## src/rtl/dcl_pkg.sv

```systemverilog
package dcl_pkg;

    // Selects which side of the channel consumes credits.
    typedef enum logic {
        DIR_READ  = 1'b0,
        DIR_WRITE = 1'b1
    } dcl_dir_e;

    // Number of launch sides handled by the gate.
    localparam int NUM_SIDES = 2;

endpackage

```

## src/rtl/dcl_credit_ctr.sv

```systemverilog
module dcl_credit_ctr #(
    parameter int MAX_CREDITS = 32,
    localparam int CW = $clog2(MAX_CREDITS + 1)
) (
    input  logic          clk,
    input  logic          rst_n,
    input  logic          enable,
    input  logic          crd_valid,
    input  logic          spend,
    output logic          ack,
    output logic [CW-1:0] count
);

    localparam logic [CW-1:0] CEIL = CW'(MAX_CREDITS);

    typedef struct packed {
        logic [CW-1:0] cnt;
    } ctr_state_t;

    ctr_state_t st_d, st_q;
    logic       full;
    logic       accept;

    always_comb begin
        full   = (st_q.cnt == CEIL);
        ack    = enable & full;
        accept = enable & crd_valid & ~ack;
        st_d   = st_q;
        if (!enable) begin
            st_d.cnt = '0;
        end else begin
            unique case ({accept, spend})
                2'b10:   st_d.cnt = st_q.cnt + CW'(1);
                2'b01:   st_d.cnt = st_q.cnt - CW'(1);
                default: st_d.cnt = st_q.cnt;
            endcase
        end
    end

    always_ff @(posedge clk or negedge rst_n) begin
        if (!rst_n) begin
            st_q <= '0;
        end else begin
            st_q <= st_d;
        end
    end

    assign count = st_q.cnt;

endmodule

```

## src/rtl/dcl_launch_gate.sv

```systemverilog
module dcl_launch_gate
    import dcl_pkg::*;
#(
    parameter int CW = 6
) (
    input  logic                 enable,
    input  dcl_dir_e             dir,
    input  logic [CW-1:0]        count,
    input  logic [NUM_SIDES-1:0] req,
    output logic [NUM_SIDES-1:0] gnt,
    output logic                 spend
);

    logic                 have_credit;
    logic [NUM_SIDES-1:0] spend_vec;

    assign have_credit = (count != '0);

    for (genvar g = 0; g < NUM_SIDES; g++) begin : g_side
        localparam dcl_dir_e SIDE = (g == 0) ? DIR_READ : DIR_WRITE;
        logic metered;
        always_comb begin
            metered      = (dir == SIDE);
            gnt[g]       = enable & req[g] & (~metered | have_credit);
            spend_vec[g] = gnt[g] & metered;
        end
    end

    assign spend = |spend_vec;

endmodule

```

## src/rtl/dcl_done_queue.sv

```systemverilog
module dcl_done_queue
    import dcl_pkg::*;
#(
    parameter int PEND_DEPTH = 32,
    localparam int PW = $clog2(PEND_DEPTH + 1)
) (
    input  logic     clk,
    input  logic     rst_n,
    input  logic     enable,
    input  dcl_dir_e dir,
    input  logic     rd_done,
    input  logic     wr_resp,
    input  logic     txn_ack,
    output logic     txn_valid
);

    localparam logic [PW-1:0] PMAX = PW'(PEND_DEPTH);

    typedef struct packed {
        logic [PW-1:0] pend;
    } q_state_t;

    q_state_t st_d, st_q;
    logic     push;
    logic     pop;

    always_comb begin
        txn_valid = enable & (st_q.pend != '0);
        push      = enable & ((dir == DIR_READ) ? rd_done : wr_resp);
        pop       = txn_valid & txn_ack;
        st_d      = st_q;
        if (!enable) begin
            st_d.pend = '0;
        end else begin
            unique case ({push, pop})
                2'b10:   st_d.pend = (st_q.pend == PMAX) ? PMAX : st_q.pend + PW'(1);
                2'b01:   st_d.pend = st_q.pend - PW'(1);
                default: st_d.pend = st_q.pend;
            endcase
        end
    end

    always_ff @(posedge clk or negedge rst_n) begin
        if (!rst_n) begin
            st_q <= '0;
        end else begin
            st_q <= st_d;
        end
    end

endmodule

```

## src/rtl/dma_credit_link.sv

```systemverilog
module dma_credit_link
    import dcl_pkg::*;
#(
    parameter int MAX_CREDITS = 32,
    parameter int PEND_DEPTH  = 32,
    localparam int CW = $clog2(MAX_CREDITS + 1)
) (
    input  logic          clk,
    input  logic          rst_n,
    input  logic          cfg_enable,
    input  logic          cfg_dir_write,
    input  logic          crd_valid_i,
    output logic          crd_ack_o,
    input  logic          rd_req_i,
    output logic          rd_gnt_o,
    input  logic          wr_req_i,
    output logic          wr_gnt_o,
    input  logic          rd_done_i,
    input  logic          wr_resp_i,
    output logic          txn_valid_o,
    input  logic          txn_ack_i,
    output logic [CW-1:0] credit_count_o
);

    dcl_dir_e             dir;
    logic [CW-1:0]        count;
    logic [NUM_SIDES-1:0] req;
    logic [NUM_SIDES-1:0] gnt;
    logic                 spend;

    assign dir = cfg_dir_write ? DIR_WRITE : DIR_READ;
    assign req = {wr_req_i, rd_req_i};

    dcl_credit_ctr #(
        .MAX_CREDITS (MAX_CREDITS)
    ) u_ctr (
        .clk       (clk),
        .rst_n     (rst_n),
        .enable    (cfg_enable),
        .crd_valid (crd_valid_i),
        .spend     (spend),
        .ack       (crd_ack_o),
        .count     (count)
    );

    dcl_launch_gate #(
        .CW (CW)
    ) u_gate (
        .enable (cfg_enable),
        .dir    (dir),
        .count  (count),
        .req    (req),
        .gnt    (gnt),
        .spend  (spend)
    );

    dcl_done_queue #(
        .PEND_DEPTH (PEND_DEPTH)
    ) u_done (
        .clk       (clk),
        .rst_n     (rst_n),
        .enable    (cfg_enable),
        .dir       (dir),
        .rd_done   (rd_done_i),
        .wr_resp   (wr_resp_i),
        .txn_ack   (txn_ack_i),
        .txn_valid (txn_valid_o)
    );

    assign rd_gnt_o       = gnt[0];
    assign wr_gnt_o       = gnt[1];
    assign credit_count_o = count;

endmodule

```

## config.mk

```make
export PLATFORM = sky130hd
export DESIGN_NAME = dma_credit_link
export DESIGN_NICKNAME = d
export VERILOG_FILES = /design/src/rtl/dcl_pkg.sv /design/src/rtl/dcl_credit_ctr.sv /design/src/rtl/dcl_launch_gate.sv /design/src/rtl/dcl_done_queue.sv /design/src/rtl/dma_credit_link.sv
export SDC_FILE = /design/constraint.sdc
export NUM_CORES = 1
export LEC_CHECK = 0
export BUFFER_PORTS_ARGS = -buffer_cell sky130_fd_sc_hd__buf_2
export CAP_MARGIN = 25
export CORE_ASPECT_RATIO = 0.5
export CORE_UTILIZATION = 25
export CTS_CLUSTER_SIZE = 12
export DETAILED_ROUTE_END_ITERATION = 10
export PLACE_DENSITY_LB_ADDON = 0.2
export SYNTH_ARGS = -nofsm -noshare
export SYNTH_HDL_FRONTEND = slang
export SYNTH_SLANG_ARGS = --single-unit
```

## constraint.sdc

```tcl
create_clock -name clk -period 5.3 [get_ports clk]
set_input_delay 0 -clock clk [delete_from_list [all_inputs] [get_ports clk]]
set_output_delay 0 -clock clk [all_outputs]
set_load 0.03 [all_outputs]
```

== Word level (Yosys, flattened, before mapping) ==
Index checks and enable logic that the tools add are counted.

* Register bits: 12
* Input port bits: 10
* Output and inout port bits: 10
* Word-level logic and storage cells: 40

* Add/sub/neg operators: 4
* Equality and inequality tests: 8
* Muxes and demuxes: 7
* Bitwise operators: 16
* Reductions and logical operators: 3

{| class="wikitable"
|+ Operators with widths
! cell !! count
|-
| 6-bit one-hot mux with 2 select lines || 2
|-
| 6-bit two-way mux || 3
|-
| 6-bit by 1-bit adder with 6-bit output (second input constant) || 2
|-
| 1-bit AND || 12
|-
| 6-bit equality test (second input constant) || 2
|-
| 6-bit nonzero test || 2
|-
| 6-bit by 1-bit subtractor with 6-bit output (second input constant) || 2
|-
| 3-bit by 1-bit inequality test with 1-bit output (second input constant) || 2
|-
| 2-bit by 1-bit equality test with 1-bit output (second input constant) || 2
|-
| 2-bit equality test (second input constant) || 2
|-
| 1-bit two-way mux || 2
|-
| 1-bit NOT || 2
|-
| 1-bit bitwise OR || 2
|-
| 2-bit OR reduction || 1
|}

== Longest topological paths before layout ==
* Depth after elaboration: 9
* Gate-level depth with buffers: 9
* Depth with buffers taken out: 9

== Cells and area by module ==
A second synthesis with hierarchy kept.

* Cells, all modules: 133
* Area total of the unflattened synthesis: 1159.9 µm²

{| class="wikitable"
|+ Modules (own cells, without submodules)
! module !! times used !! cells each !! area each (µm²) !! seq. area each (µm²)
|-
| dcl_done_queue || 1 || 63 || 566.8 || 150.1
|-
| dcl_credit_ctr || 1 || 60 || 531.8 || 150.1
|-
| dcl_launch_gate || 1 || 10 || 61.3 || 0.0
|}

== Worst setup path after synthesis ==
OpenSTA, ideal clock, no wires.

* Path kind: reg-to-reg
* Start: register u_ctr.st_q, in the netlist u_ctr.count[0]
* End: register u_ctr.st_q, in the netlist u_ctr.count[5]
* Library setup time: 0.120 ns
* Arrival time: 2.469 ns
* Data required time: 5.180 ns
* Path slack: 2.711 ns
* Stages on the path, launching flop included: 10
* Buffers on the path: 0
* Clock period less this slack: 2.589 ns
* Cells stage by stage: dfrtp_1 -> or3_1 -> o31ai_2 -> and3_1 -> ha_1 -> a211oi_1 -> o21ai_0 -> o21ai_0 -> o21ai_0 -> and3_1

* Word-level cells in the longest chain between the ends: 8
* Elaborated cells on any way between the ends: 19
* Classes of those cells: add/sub: 2; eq/ne: 4; mux: 2; bitwise: 9; reduce/logical: 2

{| class="wikitable"
|+ Ends and longest elaborated chain
! item !! RTL line !! RTL
|-
| start: declaration || dcl_credit_ctr.sv:20 || <nowiki>ctr_state_t st_d, st_q;</nowiki>
|-
| start signal: assignment || dcl_credit_ctr.sv:44 || <nowiki>st_q <= st_d;</nowiki>
|-
| 6-bit nonzero test || dcl_launch_gate.sv:17 || <nowiki>assign have_credit = (count != '0);</nowiki>
|-
| 1-bit bitwise OR || dcl_launch_gate.sv:24 || <nowiki>gnt[g] = enable & req[g] & (~metered | have_credit);</nowiki>
|-
| 1-bit AND || dcl_launch_gate.sv:24 ||
|-
| 1-bit AND || dcl_launch_gate.sv:25 || <nowiki>spend_vec[g] = gnt[g] & metered;</nowiki>
|-
| 2-bit OR reduction || dcl_launch_gate.sv:29 || <nowiki>assign spend = |spend_vec;</nowiki>
|-
| 2-bit by 1-bit equality test with 1-bit output or 2-bit equality test (tied branches) || dcl_credit_ctr.sv:32 || <nowiki>unique case ({accept, spend})</nowiki>
|-
| 6-bit one-hot mux with 2 select lines || dcl_credit_ctr.sv:32 ||
|-
| 6-bit two-way mux || dcl_credit_ctr.sv:29 || <nowiki>if (!enable) begin</nowiki>
|}

Parallel ways exist; a longest one is shown, timed or not.
A chain may end at the register's enable or synchronous reset.

== Worst setup path after layout ==
Same ends and word-level chain as after synthesis.

==> impl_metrics.toml <==
[status]
status = "finished clean"

[grt]
grt_overflow = 0
grt_max_degree = 27
grt_pass1_vias = 972
antenna_found_initial = 0
grt_usage = 0.1233
grt_pass1_wl_um = 4478

[yosys]
synth_edf_count = 0
synth.net_count = 138
synthMuxAreaShare = 0.07843
ys.flop_type = "dfrtp_1"
syn_area_mm2 = 0.001085
synth_top_family_by_area = "simple AND/OR/NAND/NOR gates"
ys_ff_latch = 12
synthesis.instances = 120
yosys_warnings = 0
ys_seq_area_frac = 0.2768
synth_fa_ha_area_frac = 0.09919
avgSynthCellArea_um2 = 9.040
synth_xor_area_frac = 0.07266
synth_compound_area_frac = 0.2145
synthSimpleGateAreaFrac = 0.2238
synth.distinct_cells = 41
synthArstFlopShare = 1.000

[timing]
maxSlewViolCount = 0
worstMarginPinSlew_ps = 817.8
rsz0062_at_grt = "false"
period_share = 0.5116
fmax_mhz = 368.8
holdWs_ps = 162.3
skew_ps = 6.786
tns_ps = 0
hold_violations = 0
relSlewSlack = 0.4392
setup_viol = 0
min_period_ps = 2712

[setup_path]
crit_path_start_kind = "flop"
cp_data_required_time_ps = 5440
path_class = "flop to flop"
endpoint_kind = "flop"
cp_data_arrival_time_ps = 2850
cp_max_fo = 7
crit_family = "compound AO/OA/AOI/OAI gates"
slowest_delay_ps = 470
critPathMostFrequentCell = "o21ai_0"
slowest_stage = "dfrtp_1"
worstPathBufferInverterCount = 0
path_cells = "or3_1, o31ai_2, and3_1, ha_1, o21ai_0, o21ai_0, o21ai_0, a211o_1, and3_1"

[detailed_routing]
ant_nets = 0
vias = 968
routedWlPerCell_um = 13.43
wl_um = 2606
dr.pass1.iters = 4
drc = 0
viasPerCell = 4.990
initialDrtViolationCount = 50

[cells_and_area]
n_antenna_cell = 0
fillCellCount = 419
drive_above_1_share = 0.2357
final_nets = 159
syn2layout_area_growth_pct = 18.92

[clock_tree]
postCtsResizedCells = 0
cts_tree = "yes"
clock_latency_ps = 250
cts.sinks = 12
htreeDepth = 1
holdBufCountCts = 1
cts_setup_buffers = 0
path_clk_slew_ps = 60
cts-buffers-inserted = 3
root_buffer = "clkbuf_8"
clock_path_buffers = 2

[floorplanning]
die-area_mm2 = 0.004623
dieWidth_um = 95.16
start_util = 0.2696
die-height_um = 48.58
coreArea_mm2 = 0.004024
ios = 20
rows = 16

[pwr]
leakage_nw = 0.6267
ir_drop_uv = 161.4
power.density_mw_per_mm2 = 518.3

[hold_path]
hold_class = "input port to flop"

[placement]
gp_congestion = 0.8091
portBuffers = 19
dp.final_hpwl_um = 1889

[run]
drv_cap = 0
-- cell usage after synthesis, types with 3 or more instances --
master,instances,share of area
mux2i_1,6,0.055
nor2_1,7,0.024
and3_1,3,0.017
inv_1,4,0.014
o21ai_1,4,0.018
ha_1,7,0.081
xnor2_1,6,0.048
nand2_1,10,0.035
dfrtp_1,12,0.28
xor2_1,3,0.024
nand3_1,7,0.032
and2_1,4,0.023
o21ai_0,5,0.023
a21oi_1,4,0.018
clkbuf_1,3,0.010
-- power by group --
| group | internal, mW | switching [mW] | total [mW] |
|---|---|---|---|
| clock network | 0.0658 | 0.0401 | 0.106 |
| registers | 0.120 | 0.0498 | 0.169 |
| logic | 0.163 | 0.231 | 0.393 |
| total | 0.348 | 0.321 | 0.669 |
-- per-layer routing --
layer  global-route usage  share of wire  vias to the layer above
met3              0.02830          0.020                        2
met4              0.03283         0.0084                        0
met5                    0              0                        -
met1               0.1608           0.51                      465
met2               0.2036           0.46                        9
li1                     -              -                      492
-- cell type report --
class	count	area [um^2]	area share
well taps	54	67.56	0.05238
repair buffers	20	105.1	0.08147
clock buffers	4	55.05	0.04268
multi-input cells	100	747.0	0.5790
inverters	4	15.01	0.01164
flip-flops and latches	12	300.3	0.2328
-- worst reg2reg max path, stage by stage (launching register included) --
cell and delay [ps]:
dfrtp_1 470, or3_1 410, o31ai_2 270, and3_1 330, ha_1 260, o21ai_0 110
o21ai_0 160, o21ai_0 140, a211o_1 280, and3_1 170
-- cells by family (layout without fill, tap and decap cells) --
kind of cell,Yosys count,in the layout
XOR/XNOR,9,9
AO/OA/AOI/OAI,31,31
buffers and inverters,8,28
multiplexers,8,8
flip-flops,12,12
AND/OR/NAND/NOR,44,44
adder cells (fa/ha/maj),8,8
-- layout by cell type, fill, tap and decap left out, drive strengths merged, types with 4 or more instances in the layout --
cell,n
a21oi,4
mux2i,7
clkbuf,4
nand2,10
inv,4
nand3,7
ha,7
o21ai,10
buf,19
dfrtp,12
xnor2,6
nor2,7
and2,4
-- state kept, by name (all words and copies together) (netlist names) --
register,count
u_done.st_q,6
u_ctr.count,6
-- path summary, 6_finish.rpt --
check	end	start	depth (start not counted)	slack (ps)
worst max-delay path	u_ctr.count[5]	u_ctr.count[0]	9	2590
worst min-delay path	u_done.st_q[0]	txn_ack_i	3	160
worst max register to register	u_ctr.count[5]	u_ctr.count[0]	9	2590
worst min register to register	u_ctr.count[4]	u_ctr.count[4]	2	630
max in group asynchronous	u_ctr.count[5]	rst_n	2	4880
min in group asynchronous	u_ctr.count[3]	rst_n	2	180
-- stage by stage --
step	cell area [um^2]	std cells	total power [mW]	util	worst slack [ps]
floorplan	1085	120	0.4743	-	2711
global placement	1225	189	0.5658	0.3044	2652
detailed placement	1225	189	0.5620	0.3044	2595
CTS	1290	194	0.6732	0.3206	2577
global route	1290	194	0.7290	0.3206	2281
finish	1290	194	0.6686	0.3206	2588
Power figures use the tool's default switching activity.
